`config.mk`:
```
export PLATFORM = sky130hd
export DESIGN_NAME = glue_regs_top
export DESIGN_NICKNAME = d
export VERILOG_FILES = /design/src/rtl/glue_pkg.sv /design/src/rtl/glue_bus_fsm.sv /design/src/rtl/glue_halt_fsm.sv /design/src/rtl/glue_irq_bank.sv /design/src/rtl/glue_console.sv /design/src/rtl/glue_regs_top.sv
export SDC_FILE = /design/constraint.sdc
export NUM_CORES = 1
export LEC_CHECK = 0
export BUFFER_PORTS_ARGS = -buffer_cell sky130_fd_sc_hd__buf_4
export CORE_ASPECT_RATIO = 0.75
export CORE_MARGIN = 1
export CORE_UTILIZATION = 35
export CTS_CLUSTER_SIZE = 14
export DETAILED_ROUTE_END_ITERATION = 6
export SYNTH_ARGS = -nofsm -noshare
export SYNTH_HDL_FRONTEND = slang
export SYNTH_HIERARCHICAL = 1
export SYNTH_SLANG_ARGS = --single-unit
```
`constraint.sdc`:
```
create_clock -name clk -period 1.83 [get_ports clk]
set_input_delay 0.366 -clock clk [delete_from_list [all_inputs] [get_ports clk]]
set_output_delay 0.366 -clock clk [all_outputs]
set_load 0.02 [all_outputs]
```
`src/rtl/glue_pkg.sv`:
```
package glue_pkg;
    localparam int DATA_W = 32;
    localparam int OFF_W  = 6;

    localparam logic [OFF_W-1:0] OFF_HALT      = 6'h00;
    localparam logic [OFF_W-1:0] OFF_CPU_IDX   = 6'h04;
    localparam logic [OFF_W-1:0] OFF_IRQ       = 6'h08;
    localparam logic [OFF_W-1:0] OFF_CPU_CNT   = 6'h0A;
    localparam logic [OFF_W-1:0] OFF_CIN_DATA  = 6'h10;
    localparam logic [OFF_W-1:0] OFF_CIN_STAT  = 6'h14;
    localparam logic [OFF_W-1:0] OFF_COUT_DATA = 6'h18;
    localparam logic [OFF_W-1:0] OFF_COUT_STAT = 6'h1A;

    localparam logic [1:0] SZ_BYTE = 2'd0;

    typedef enum logic {ST_IDLE, ST_RESP} bus_state_e;
    typedef enum logic {HS_RUN, HS_HALTED} halt_state_e;
endpackage

```
`src/rtl/glue_bus_fsm.sv`:
```
module glue_bus_fsm
    import glue_pkg::*;
(
    input  logic clk,
    input  logic rst_n,
    input  logic req,
    output logic accept,
    output logic ack
);
    bus_state_e st_q, st_d;

    // state register
    always_ff @(posedge clk or negedge rst_n) begin
        if (!rst_n) st_q <= ST_IDLE;
        else        st_q <= st_d;
    end

    // next state: T_ACCEPT and T_DONE
    always_comb begin
        st_d = st_q;
        unique case (st_q)
            ST_IDLE: if (req) st_d = ST_RESP;
            ST_RESP: st_d = ST_IDLE;
        endcase
    end

    // outputs
    always_comb begin
        accept = req && (st_q == ST_IDLE);
        ack    = (st_q == ST_RESP);
    end
endmodule

```
`src/rtl/glue_halt_fsm.sv`:
```
module glue_halt_fsm
    import glue_pkg::*;
(
    input  logic       clk,
    input  logic       rst_n,
    input  logic       hit,
    input  logic [7:0] code_in,
    output logic       halt_req,
    output logic [7:0] halt_code
);
    halt_state_e st_q, st_d;

    // state register
    always_ff @(posedge clk or negedge rst_n) begin
        if (!rst_n) st_q <= HS_RUN;
        else        st_q <= st_d;
    end

    // next state: T_HALT, HS_HALTED is terminal
    always_comb begin
        st_d = st_q;
        unique case (st_q)
            HS_RUN:    if (hit) st_d = HS_HALTED;
            HS_HALTED: st_d = HS_HALTED;
        endcase
    end

    // outputs: exit code captured only on T_HALT
    always_ff @(posedge clk or negedge rst_n) begin
        if (!rst_n)                        halt_code <= '0;
        else if (st_q == HS_RUN && hit)    halt_code <= code_in;
    end

    assign halt_req = (st_q == HS_HALTED);
endmodule

```
`src/rtl/glue_irq_bank.sv`:
```
module glue_irq_bank #(
    parameter int NUM_IRQ = 4,
    parameter int LVL_W   = 8
) (
    input  logic                          clk,
    input  logic                          rst_n,
    input  logic                          hit,
    input  logic [7:0]                    line_sel,
    input  logic [LVL_W-1:0]              level,
    output logic [NUM_IRQ-1:0][LVL_W-1:0] irq_level
);
    for (genvar i = 0; i < NUM_IRQ; i++) begin : g_line
        always_ff @(posedge clk or negedge rst_n) begin
            if (!rst_n)                                irq_level[i] <= '0;
            else if (hit && (line_sel == 8'(i)))       irq_level[i] <= level;
        end
    end
endmodule

```
`src/rtl/glue_console.sv`:
```
module glue_console
    import glue_pkg::*;
(
    input  logic             clk,
    input  logic             rst_n,
    input  logic             accept,
    input  logic             wr,
    input  logic [OFF_W-1:0] off,
    input  logic [7:0]       wbyte,
    input  logic             cin_ready,
    input  logic [7:0]       cin_char,
    output logic [7:0]       cin_data,
    output logic [7:0]       cout_data,
    output logic [7:0]       cout_stat,
    output logic             cout_valid,
    output logic             cin_pop
);
    always_ff @(posedge clk or negedge rst_n) begin
        if (!rst_n) begin
            cin_data   <= '0;
            cout_data  <= '0;
            cout_stat  <= 8'h01;
            cout_valid <= 1'b0;
            cin_pop    <= 1'b0;
        end else begin
            cout_valid <= 1'b0;
            cin_pop    <= 1'b0;
            if (accept && wr) begin
                case (off)
                    OFF_CIN_DATA:  cin_data <= wbyte;
                    OFF_COUT_DATA: begin
                        cout_data  <= wbyte;
                        cout_stat  <= 8'h01;
                        cout_valid <= 1'b1;
                    end
                    OFF_COUT_STAT: cout_stat <= wbyte;
                    default: ;
                endcase
            end else if (accept && off == OFF_CIN_STAT) begin
                if (cin_ready) begin
                    cin_data <= cin_char;
                    cin_pop  <= 1'b1;
                end else begin
                    cin_data <= '0;
                end
            end
        end
    end
endmodule

```
`src/rtl/glue_regs_top.sv`:
```
module glue_regs_top
    import glue_pkg::*;
#(
    parameter int NUM_IRQ = 4,
    parameter int CPU_W   = 2,
    parameter int ADDR_W  = 16
) (
    input  logic                      clk,
    input  logic                      rst_n,
    input  logic                      bus_valid,
    input  logic                      bus_write,
    input  logic [ADDR_W-1:0]         bus_addr,
    input  logic [1:0]                bus_size,
    input  logic [DATA_W-1:0]         bus_wdata,
    input  logic [CPU_W-1:0]          bus_cpu_idx,
    output logic                      bus_ack,
    output logic [DATA_W-1:0]         bus_rdata,
    input  logic                      cfg_count_valid,
    input  logic [CPU_W:0]            cfg_cpu_count,
    input  logic                      cin_ready,
    input  logic [7:0]                cin_char,
    output logic                      cin_pop,
    output logic                      cout_valid,
    output logic [7:0]                cout_char,
    output logic                      halt_req,
    output logic [7:0]                halt_code,
    output logic [NUM_IRQ-1:0][7:0]   irq_level
);
    logic             accept;
    logic [OFF_W-1:0] off;
    logic             wr_acc;
    logic [7:0]       cin_data, cout_data, cout_stat;
    logic [7:0]       irq_lvl;
    logic [DATA_W-1:0] rd_mux;
    logic             addr_unused;

    assign off         = bus_addr[OFF_W-1:0];
    assign addr_unused = ^{bus_addr[ADDR_W-1:OFF_W], bus_wdata[DATA_W-1:16]};
    assign wr_acc      = accept && bus_write;
    assign irq_lvl     = (bus_size == SZ_BYTE) ? 8'h00 : bus_wdata[15:8];

    glue_bus_fsm u_bus (
        .clk(clk), .rst_n(rst_n), .req(bus_valid),
        .accept(accept), .ack(bus_ack)
    );

    glue_halt_fsm u_halt (
        .clk(clk), .rst_n(rst_n),
        .hit(wr_acc && off == OFF_HALT), .code_in(bus_wdata[7:0]),
        .halt_req(halt_req), .halt_code(halt_code)
    );

    glue_irq_bank #(.NUM_IRQ(NUM_IRQ), .LVL_W(8)) u_irq (
        .clk(clk), .rst_n(rst_n),
        .hit(wr_acc && off == OFF_IRQ), .line_sel(bus_wdata[7:0]),
        .level(irq_lvl), .irq_level(irq_level)
    );

    glue_console u_con (
        .clk(clk), .rst_n(rst_n), .accept(accept), .wr(bus_write),
        .off(off), .wbyte(bus_wdata[7:0]),
        .cin_ready(cin_ready), .cin_char(cin_char),
        .cin_data(cin_data), .cout_data(cout_data), .cout_stat(cout_stat),
        .cout_valid(cout_valid), .cin_pop(cin_pop)
    );

    assign cout_char = cout_data;

    always_comb begin
        case (off)
            OFF_CPU_IDX:   rd_mux = DATA_W'(bus_cpu_idx);
            OFF_CPU_CNT:   rd_mux = cfg_count_valid ? DATA_W'(cfg_cpu_count) : DATA_W'(1);
            OFF_CIN_DATA:  rd_mux = DATA_W'(cin_data);
            OFF_CIN_STAT:  rd_mux = DATA_W'(cin_ready);
            OFF_COUT_DATA: rd_mux = DATA_W'(cout_data);
            OFF_COUT_STAT: rd_mux = DATA_W'(cout_stat);
            default:       rd_mux = '0;
        endcase
    end

    always_ff @(posedge clk or negedge rst_n) begin
        if (!rst_n)      bus_rdata <= '0;
        else if (accept) bus_rdata <= bus_write ? '0 : rd_mux;
    end
endmodule

```
* Yosys cells after proc, flatten, opt, wreduce, memory -nomap -nowiden
Index checks and enable logic that the tools add are counted.
W data, S select, Z words.
** Storage, ports and cells
- Output and inout bits :: 84
- Logic and storage cells :: 62
- Register bits after elaboration :: 100
- Input port bits :: 69
** Operators by class
- Bitwise operators :: 2
- Reductions and logical operators :: 18
- Equal/unequal tests :: 11
- Mux-type cells :: 18
** Operators by type and width (count)
- $pmux W8 S6 :: 1
- $mux W8 :: 5
- $mux W32 :: 1
- $eq A6 B5 Y1 const B :: 4
- $eq A8 B2 Y1 const B :: 2
- $pmux W8 S2 :: 1
- $eq A6 B4 Y1 const B :: 2
- $logic_and A1 B1 Y1 :: 10
- $eq A8 B1 Y1 const B :: 1
- $logic_not A8 Y1 :: 1
- $mux W1 :: 7
- $eq A6 B3 Y1 const B :: 1
- $logic_not A6 Y1 :: 1
- $reduce_and A2 Y1 :: 3
- $pmux W1 S2 :: 2
- $reduce_bool A2 Y1 :: 2
- $mux W3 :: 1
- $logic_not A2 Y1 :: 1
- $ne A2 B1 Y1 const B :: 1
- $not A1 Y1 :: 2

* Logic depth before layout (Yosys ltp)
Gate-level depths: netlist (run 1).
- Depth in word-level cells :: 6
- Mapped depth :: 7
- Mapped depth without buffers :: 6

* Hierarchy
Netlist (run 1), hierarchy kept.
** Modules (own cells, without submodules)
- glue_irq_bank :: area each 1261.2 um^2, cells each 71, seq. area each 800.8 um^2, instances 1
- glue_console :: area each 1191.1 um^2, cells each 108, seq. area each 651.9 um^2, instances 1
- glue_regs_top :: area each 835.8 um^2, cells each 93, seq. area each 200.2 um^2, instances 1
- glue_halt_fsm :: area each 376.6 um^2, cells each 20, seq. area each 225.2 um^2, instances 1
- glue_bus_fsm :: area each 38.8 um^2, cells each 2, seq. area each 25.0 um^2, instances 1

* Least setup slack after synthesis (run 1)
Ideal clock, no wire load.
- Kind :: input to register
- Start :: input port bus_addr[1]
- End :: register u_irq/irq_level[0] (netlist bit)
- Data required time :: 1.705 ns
- Data arrival time :: 2.209 ns
- Buffers on the path :: 2
- Setup time :: 0.125 ns
- Stages on the path :: 7
- Path slack :: -0.504 ns
- Cells stage by stage :: buf_2 > or4b_1 > nor4_1 > nor4b_4 > and4bb_2 > buf_6 > mux2_2
** Between the ends
- Longest elaborated chain between the ends :: 3
** RTL lines
- start, declared :: RTL line glue_regs_top.sv:12 : input logic [ADDR_W-1:0] bus_addr,
- $eq A6 B4 Y1 :: RTL line glue_regs_top.sv:55 : .hit(wr_acc && off == OFF_IRQ), .line_sel(bus_wdata[7:0]),
- $logic_and A1 B1 Y1 :: RTL line glue_regs_top.sv:55
- $logic_and A1 B1 Y1 :: RTL line glue_irq_bank.sv:15 : else if (hit && (line_sel == 8'(i))) irq_level[i] <= level;
- end signal, assigned by index :: RTL line glue_irq_bank.sv:15
- end, declared :: RTL line glue_irq_bank.sv:10 : output logic [NUM_IRQ-1:0][LVL_W-1:0] irq_level
Every way passes these cells.
A chain may end at the register's enable or synchronous reset.

* Worst setup path after layout (run 1)
- Start :: input port bus_addr[2]
- End :: register u_irq/irq_level[13] (netlist bit)
Same word-level chain as after synthesis.

==> results of run 1 <==
cell type report:
type,count,area (um2)
inverter,1,3.75
multi-input combinational,203,1710
tap,136,170
clock inverter,6,88.8
fill,920,5080
sequential,76,1900
timing repair buffer,135,1100
clock buffer,10,229
synth_stat cells (2+ instances only):
cell | count | area share
and4_1 | 2 | 0.0047
nand4b_2 | 2 | 0.0081
nor2_1 | 5 | 0.0051
buf_6 | 2 | 0.0061
dfrtp_1 | 75 | 0.51
nor4_1 | 3 | 0.0051
nand2_1 | 18 | 0.018
o21ai_0 | 17 | 0.023
mux2i_1 | 3 | 0.0081
mux2_4 | 8 | 0.032
nand4_1 | 2 | 0.0034
nor2b_1 | 8 | 0.014
nor3b_1 | 2 | 0.0041
o2bb2ai_1 | 6 | 0.014
a222oi_1 | 5 | 0.014
nand2b_1 | 2 | 0.0034
nand3_1 | 8 | 0.011
a21oi_1 | 2 | 0.0027
nor3_1 | 2 | 0.0027
buf_2 | 6 | 0.0081
o31ai_1 | 7 | 0.014
mux2_2 | 49 | 0.15
clkbuf_1 | 3 | 0.0030
buf_1 | 2 | 0.0020
buf_4 | 24 | 0.049
a31oi_1 | 4 | 0.0068
nor2b_4 | 2 | 0.0074
worst register-to-register path, stage by stage (launching register included):
cell and delay [ns]:
dfrtp_1 0.41, nor2b_4 0.13, nand2_2 0.08, nor4_4 0.21, buf_4 0.15, nor4b_4 0.20, buf_4 0.18, nand4b_4 0.12
buf_12 0.16, mux2_4 0.29
worst paths after layout:
kind	cells after the start	slack (ns)	start	end
setup / recovery	9	-0.23	bus_addr[2]	u_irq/irq_level[13]
hold / removal	2	0.32	bus_wdata[7]	u_halt/halt_code[7]
setup reg to reg	9	-0.22	u_bus/ack	u_irq/irq_level[13]
hold reg to reg	1	0.49	bus_rdata[7]	bus_rdata[7]
max in group asynchronous	3	0.70	rst_n	u_con/cout_stat[0]
min in group asynchronous	2	0.52	rst_n	u_irq/irq_level[17]
cell families (layout without fill, tap and decap cells):
group,count (synthesis),in the layout,share of synthesized area
xor gates and xnor gates,1,1,0.00237
AOI/OAI and AO/OA,44,44,0.0828
other,1,24,0.00101
DFF,76,76,0.514
muxes,60,60,0.190
and+or+nand+nor,74,74,0.142
buffers and inverters,38,152,0.0689
what timing repair did:
item	CTS	global route
gates resized for setup	15	2
hold buffers	1	0
endpoints found under the hold margin	22	0
pin swaps	3	2
setup buffers	3	1
endpoints found under the setup margin	45	49
sequential cells by signal, summed over array words and instances (netlist names):
name	count
u_irq/irq_level	32
u_con/cout_data	8
bus_rdata	8
u_bus/ack	1
u_con/cin_pop	1
u_con/cout_valid	1
u_halt/halt_req	1
u_con/cout_stat	8
u_halt/halt_code	8
u_con/cin_data	8
per-layer routing:
metal  global-route usage  vias to the layer above  share of wire
met5                    0                        -              0
met2                0.268                       88           0.46
li1                     -                     1306              -
met1                0.255                     1404           0.47
met3               0.0402                        7          0.050
met4               0.0617                        0          0.013
layout by cell type (no fill, tap or decap), types with 2 or more instances in the layout:
cell and instances:
nor3_1 2, nor4_4 2, buf_4 126, bufinv_16 2
mux2_4 17, o21ai_0 17, nand3_1 8, mux2_2 40
a21oi_1 2, clkinvlp_4 2, a31oi_1 4, nor2b_4 2
nor2_1 5, buf_12 6, o31ai_1 7, nand2_1 17
dfrtp_1 75, clkbuf_16 9, nor3b_1 2, conb_1 24
nor2b_1 8, mux2i_1 3, buf_6 2, a222oi_1 5
nand4_1 2, and4_1 2, o2bb2ai_1 6, nand2b_1 2
power by group through the flow:
| stage | sequential, mW | combinational [mW] | clock [mW] |
|---|---|---|---|
| floorplan | 1.84 | 0.239 | 0 |
| global placement | 1.81 | 0.479 | 0 |
| detailed placement | 1.81 | 0.486 | 0 |
| CTS | 1.78 | 0.501 | 1.93 |
| global route | 1.79 | 0.539 | 2.00 |
| finish | 1.78 | 0.496 | 1.89 |
==> key figures, run 1 <==
Setup path
  • CP top delay family: simple AND/OR/NAND/NOR gates
  • Worst Path Required: about 2.1 ns
  • Largest stage delay, worst path: 0.54 ns
  • CP dominant cell by count: buf_4
  • Worst path cell trace: buf_4, or4b_4, nor4_4, buf_4, nor4b_4, buf_4, nand4b_4, buf_12, mux2_4
  • Worst Path Buf+Inv: 4
  • Kind of end point of the critical path: flip-flop
  • Worst EP arrival: approximately 2.3 ns
  • CP Launch Type: primary input
  • Critical path peak fanout: 8
  • Worst path slowest cell: or4b_4
  • Crit path kind: in -> reg

Pwr
  • Sw power: a little over 1 mW
  • Net Sw Frac: 0.244
  • Worst VDD drop: a little under 0.5 mV
  • Clk pwr share: 0.453
  • P_int: 3.15 mW
  • Flop pwr share: 0.428
  • Comb pwr share: 0.119
  • PwrDens: 800 mW/mm2
  • Pwr Total: 4.17 mW
  • Leak pwr: 2.63 nW

Clock tree
  • CTS tree: yes
  • Clock buffer count from CTS: 9
  • Longest Clk Path Bufs: 2
  • Worst-path clk slew: 0.06 ns
  • CTS Sinks: 76
  • CTS H-tree lvls: 3
  • Clk_lat worst skew: 0.33 ns
  • Root buffer cell: clkbuf_16

Place
  • Placed cell count: 549
  • DP Area: 0.00479 mm2
  • Pre-CTS setup slack: -0.625 ns
  • PortBufs: 102
  • HPWL after DPL: 6980 um
  • Final RePlAce weighted congestion: around 0.74

Global route
  • Initial antenna violation count: 0
  • Total GRT Usage: 0.179
  • First-pass GRT wire length: 15000 um
  • Vias in the first global route: 2755
  • Overflow after GRT: 0
  • Largest net degree at the start of global routing: 33

Floorplanning
  • Ports: 153
  • Die Width: 121 um
  • Die Ht: around 90 um
  • FP Rows: 32
  • Initial Util: 0.360
  • Area of the core: between 0.01 and 0.015 mm2
  • Die Footprint: 0.0110 mm2

Logic synthesis
  • Ys async rst share: 1.00
  • Sequential fraction of the synthesis area: 0.514
  • YS warnings: 6
  • Unique masters post-synth: 52
  • Avg Cell Area, Syn: 12.6 um2
  • Synth Register Bits: 76
  • Cells after synthesis: 294
  • EDFF count, synth: 0
  • Ys flop type: dfrtp_1
  • Syn Std Cell Area: around 0.0037 mm2

Detailed routing
  • Initial DRT Pass Iterations: 6
  • Post-route ant nets: 0
  • Routed wire per std cell: roughly 17 um
  • 1st-iter DRT viols: 118
  • Vias/cell: 4.95
  • Routed wire length: 9490 um
  • Vias after detailed routing: 2805
  • Residual DRC: 0

Job
  • Max cap viols: 0

Layout
  • Final Instance Count excl. Fillers: 567
  • Final Cell Area: approximately 0.0052 mm2
  • Fraction of layout cells with a size suffix above 1: 0.524
  • # diodes: 0
  • Nets: between 400 and 500
  • Final core utilization: 0.506
  • Area Growth Syn to Fin: 40.6%

Timing
  • Final Hold Fails: 0
  • Max Slew Vio Count: 0
  • Hold slack final: 0.323 ns
  • Unrepaired setup endpoints after global routing: true
  • Clk_skew: 0.00553 ns
  • Final Cycle Share: 1.13
  • Post-route worst setup slack: -0.229 ns
  • Setup TNS: -6.64 ns
  • FMAX: 0.486 GHz
  • Worst-Margin Slew: 0.508 ns
  • Min Clock Period, post-route: 2.06 ns
  • Endpoints failing setup: 37
  • Slew HR: 0.657

Status
  • Failing checks: setup timing
  • Outcome: finished, violations left

Min path
  • Worst hold path class: in -> reg
Note: power is estimated with default switching activity, not from simulation.
==> run 2, diff against run 1 <==
MAX_ROUTING_LAYER = met4   (was default)
==> run 2 against run 1 <==
  * Largest cell class unchanged
  * Flip-flop and latch count unchanged
  * Largest power group unchanged
  * Final cell count did not move
  * Maximum frequency down 0.57%
  * Critical path depth stayed put
  * Highest routed layer unchanged
  * Clock-buffer cell count unchanged
  * The flow still finishes with violations (setup timing)
  * Non-clock buffer count unchanged
  * Critical path type unchanged
  * Utilization unchanged
==> key figures, run 2 (synthesis results as in run 1) <==
Layout
  • Area Growth Syn to Fin: 40.6%
  • Most frequent cells in the layout: buf_4, dfrtp_1, mux2_2
  • Area occupied by multi-input gates: 0.00171 mm2
  • Fill count: between 900 and 1000
  • # diodes: 0
  • Register with the highest flop count: u_irq/irq_level
  • Fraction of layout cells with a size suffix above 1: 0.524
  • Most common cell after layout, fill and taps aside: buf_4
  • Max reg flops: 32
  • Nets: 495
  • Register area: ~0.0019 mm2

Floorplanning
  • FP Rows: 32
  • Die Footprint: 0.0110 mm2
  • Die Width: 121 um
  • Initial Util: 0.360
  • Die Ht: 91.1 um
  • Ports: 153
  • Area of the core: 0.0103 mm2

Global route
  • Largest net degree at the start of global routing: 33
  • Total GRT Usage: 0.184
  • First-pass GRT wire length: 15000 um
  • Initial antenna violation count: 0
  • Overflow after GRT: 0
  • Vias in the first global route: 2764

Setup path
  • Largest stage delay, worst path: 0.54 ns
  • CP Launch Type: primary input
  • Crit path kind: in -> reg
  • Worst path cell trace: buf_4, or4b_4, nor4_4, buf_4, nor4b_4, buf_4, nand4b_4, buf_12, mux2_4
  • Critical path peak fanout: 8
  • Worst path slowest cell: or4b_4
  • Kind of end point of the critical path: flip-flop
  • Worst EP arrival: about 2.3 ns
  • Worst Path Required: 2.05 ns
  • CP dominant cell by count: buf_4

Pwr
  • Sw power: 1.02 mW
  • PwrDens: 800 mW/mm2
  • Flop pwr share: 0.428
  • Net Sw Frac: 0.244
  • Comb pwr share: 0.119
  • P_int: 3.15 mW
  • Leak pwr: 2.63 nW
  • Clk pwr share: 0.454
  • Worst VDD drop: 0.488 mV

Timing
  • Final Hold Fails: 0
  • Setup TNS: -7.04 ns
  • Worst-Margin Slew: 0.507 ns
  • Clk_skew: about 0.0059 ns
  • Slew HR: 0.657
  • FMAX: about 0.48 GHz
  • Endpoints failing setup: 37
  • Post-route worst setup slack: -0.241 ns
  • Max Slew Vio Count: 0
  • Min Clock Period, post-route: 2.07 ns
  • Final Cycle Share: 1.13
  • Unrepaired setup endpoints after global routing: true

Clock tree
  • CTS tree: yes
  • CTS Sinks: 76
  • Root buffer cell: clkbuf_16
  • CTS H-tree lvls: 3
  • Clk_lat worst skew: 0.33 ns
  • Longest Clk Path Bufs: 2
  • Worst-path clk slew: 0.06 ns
  • Clock buffer count from CTS: 9

Min path
  • Worst hold path class: in -> reg

Status
  • Failing checks: setup timing
  • Outcome: finished, violations left

Detailed routing
  • Routed wire per std cell: roughly 17 um
  • Initial DRT Pass Iterations: 6
  • Post-route ant nets: 0
  • Vias/cell: 4.92
  • Residual DRC: 0
  • Routed wire length: 9480 um
  • 1st-iter DRT viols: 148
  • Vias after detailed routing: 2788

Place
  • Final RePlAce weighted congestion: between 0.7 and 0.8
  • HPWL after DPL: 6980 um
  • PortBufs: 102
  • Pre-CTS setup slack: -0.625 ns

Job
  • Max cap viols: 0
## run 2: cell counts in the layout (fill, tap and decap cells not counted)
Identical to the previous run, type by type.
## run 2: worst paths after layout
| kind | start | to | slack [ns] | cells past startpoint |
|---|---|---|---|---|
| max in group asynchronous | rst_n | u_con/cout_stat[0] | 0.71 | 3 |
| min in group asynchronous | rst_n | u_irq/irq_level[17] | 0.52 | 2 |
| worst min-delay path | bus_wdata[7] | u_halt/halt_code[7] | 0.32 | 2 |
| worst min register to register | bus_rdata[7] | bus_rdata[7] | 0.49 | 1 |
| worst max-delay path | bus_addr[2] | u_irq/irq_level[13] | -0.24 | 9 |
| worst max register to register | u_bus/ack | u_irq/irq_level[13] | -0.24 | 9 |
## run 2: routing by layer
metal  GRT usage  vias to the layer above  routed length [um]
met3      0.0383                       11                 385
met4      0.0617                        0                 124
li1            -                     1303                   -
met2       0.267                       80                4390
met1       0.256                     1394                4580
met5           -                        -                   0
## run 2: per-stage QoR
step                hold WS (ns)  cell area [um2]  std cells  utilization  power [mW]
floorplan                 0.0704             3820        317            -        2.08
global placement           0.342             4790        549        0.466        2.29
detailed placement         0.355             4790        549        0.466        2.30
CTS                        0.316             5200        568        0.506        4.21
global route               0.323             5210        567        0.506        4.32
finish                     0.323             5210        567        0.506        4.17
## run 2: power groups by stage
stage,combinational [mW],sequential (mW),clock [mW]
6_report,0.496,1.78,1.89
2_1_floorplan,0.239,1.84,0
3_3_place_gp,0.479,1.81,0
5_1_grt,0.539,1.79,2.00
3_5_place_dp,0.486,1.81,0
4_1_cts,0.501,1.78,1.93
## run 2: repair_timing
action                                 CTS  global route
pin swaps                                3             2
setup endpoints to repair               45            49
hold buffers                             1             0
setup buffers                            3             1
resized for setup                       15             2
gates cloned                             0             0
endpoints found under the hold margin   22             0
## run 2: worst max-delay path, delay by kind of cell
family / cells / cell delay, ns
simple gates: 4 / 1.01
buf+inv: 4 / 0.61
mux: 1 / 0.29
## run 2: area by class of cell
cell class / instances / area share
flip-flops and latches: 76 / 0.365
inverters: 1 / 0.000721
multi-input cells: 203 / 0.329
clock buffers: 10 / 0.0440
clock inverters: 6 / 0.0171
well taps: 136 / 0.0327
repair buffers: 135 / 0.211
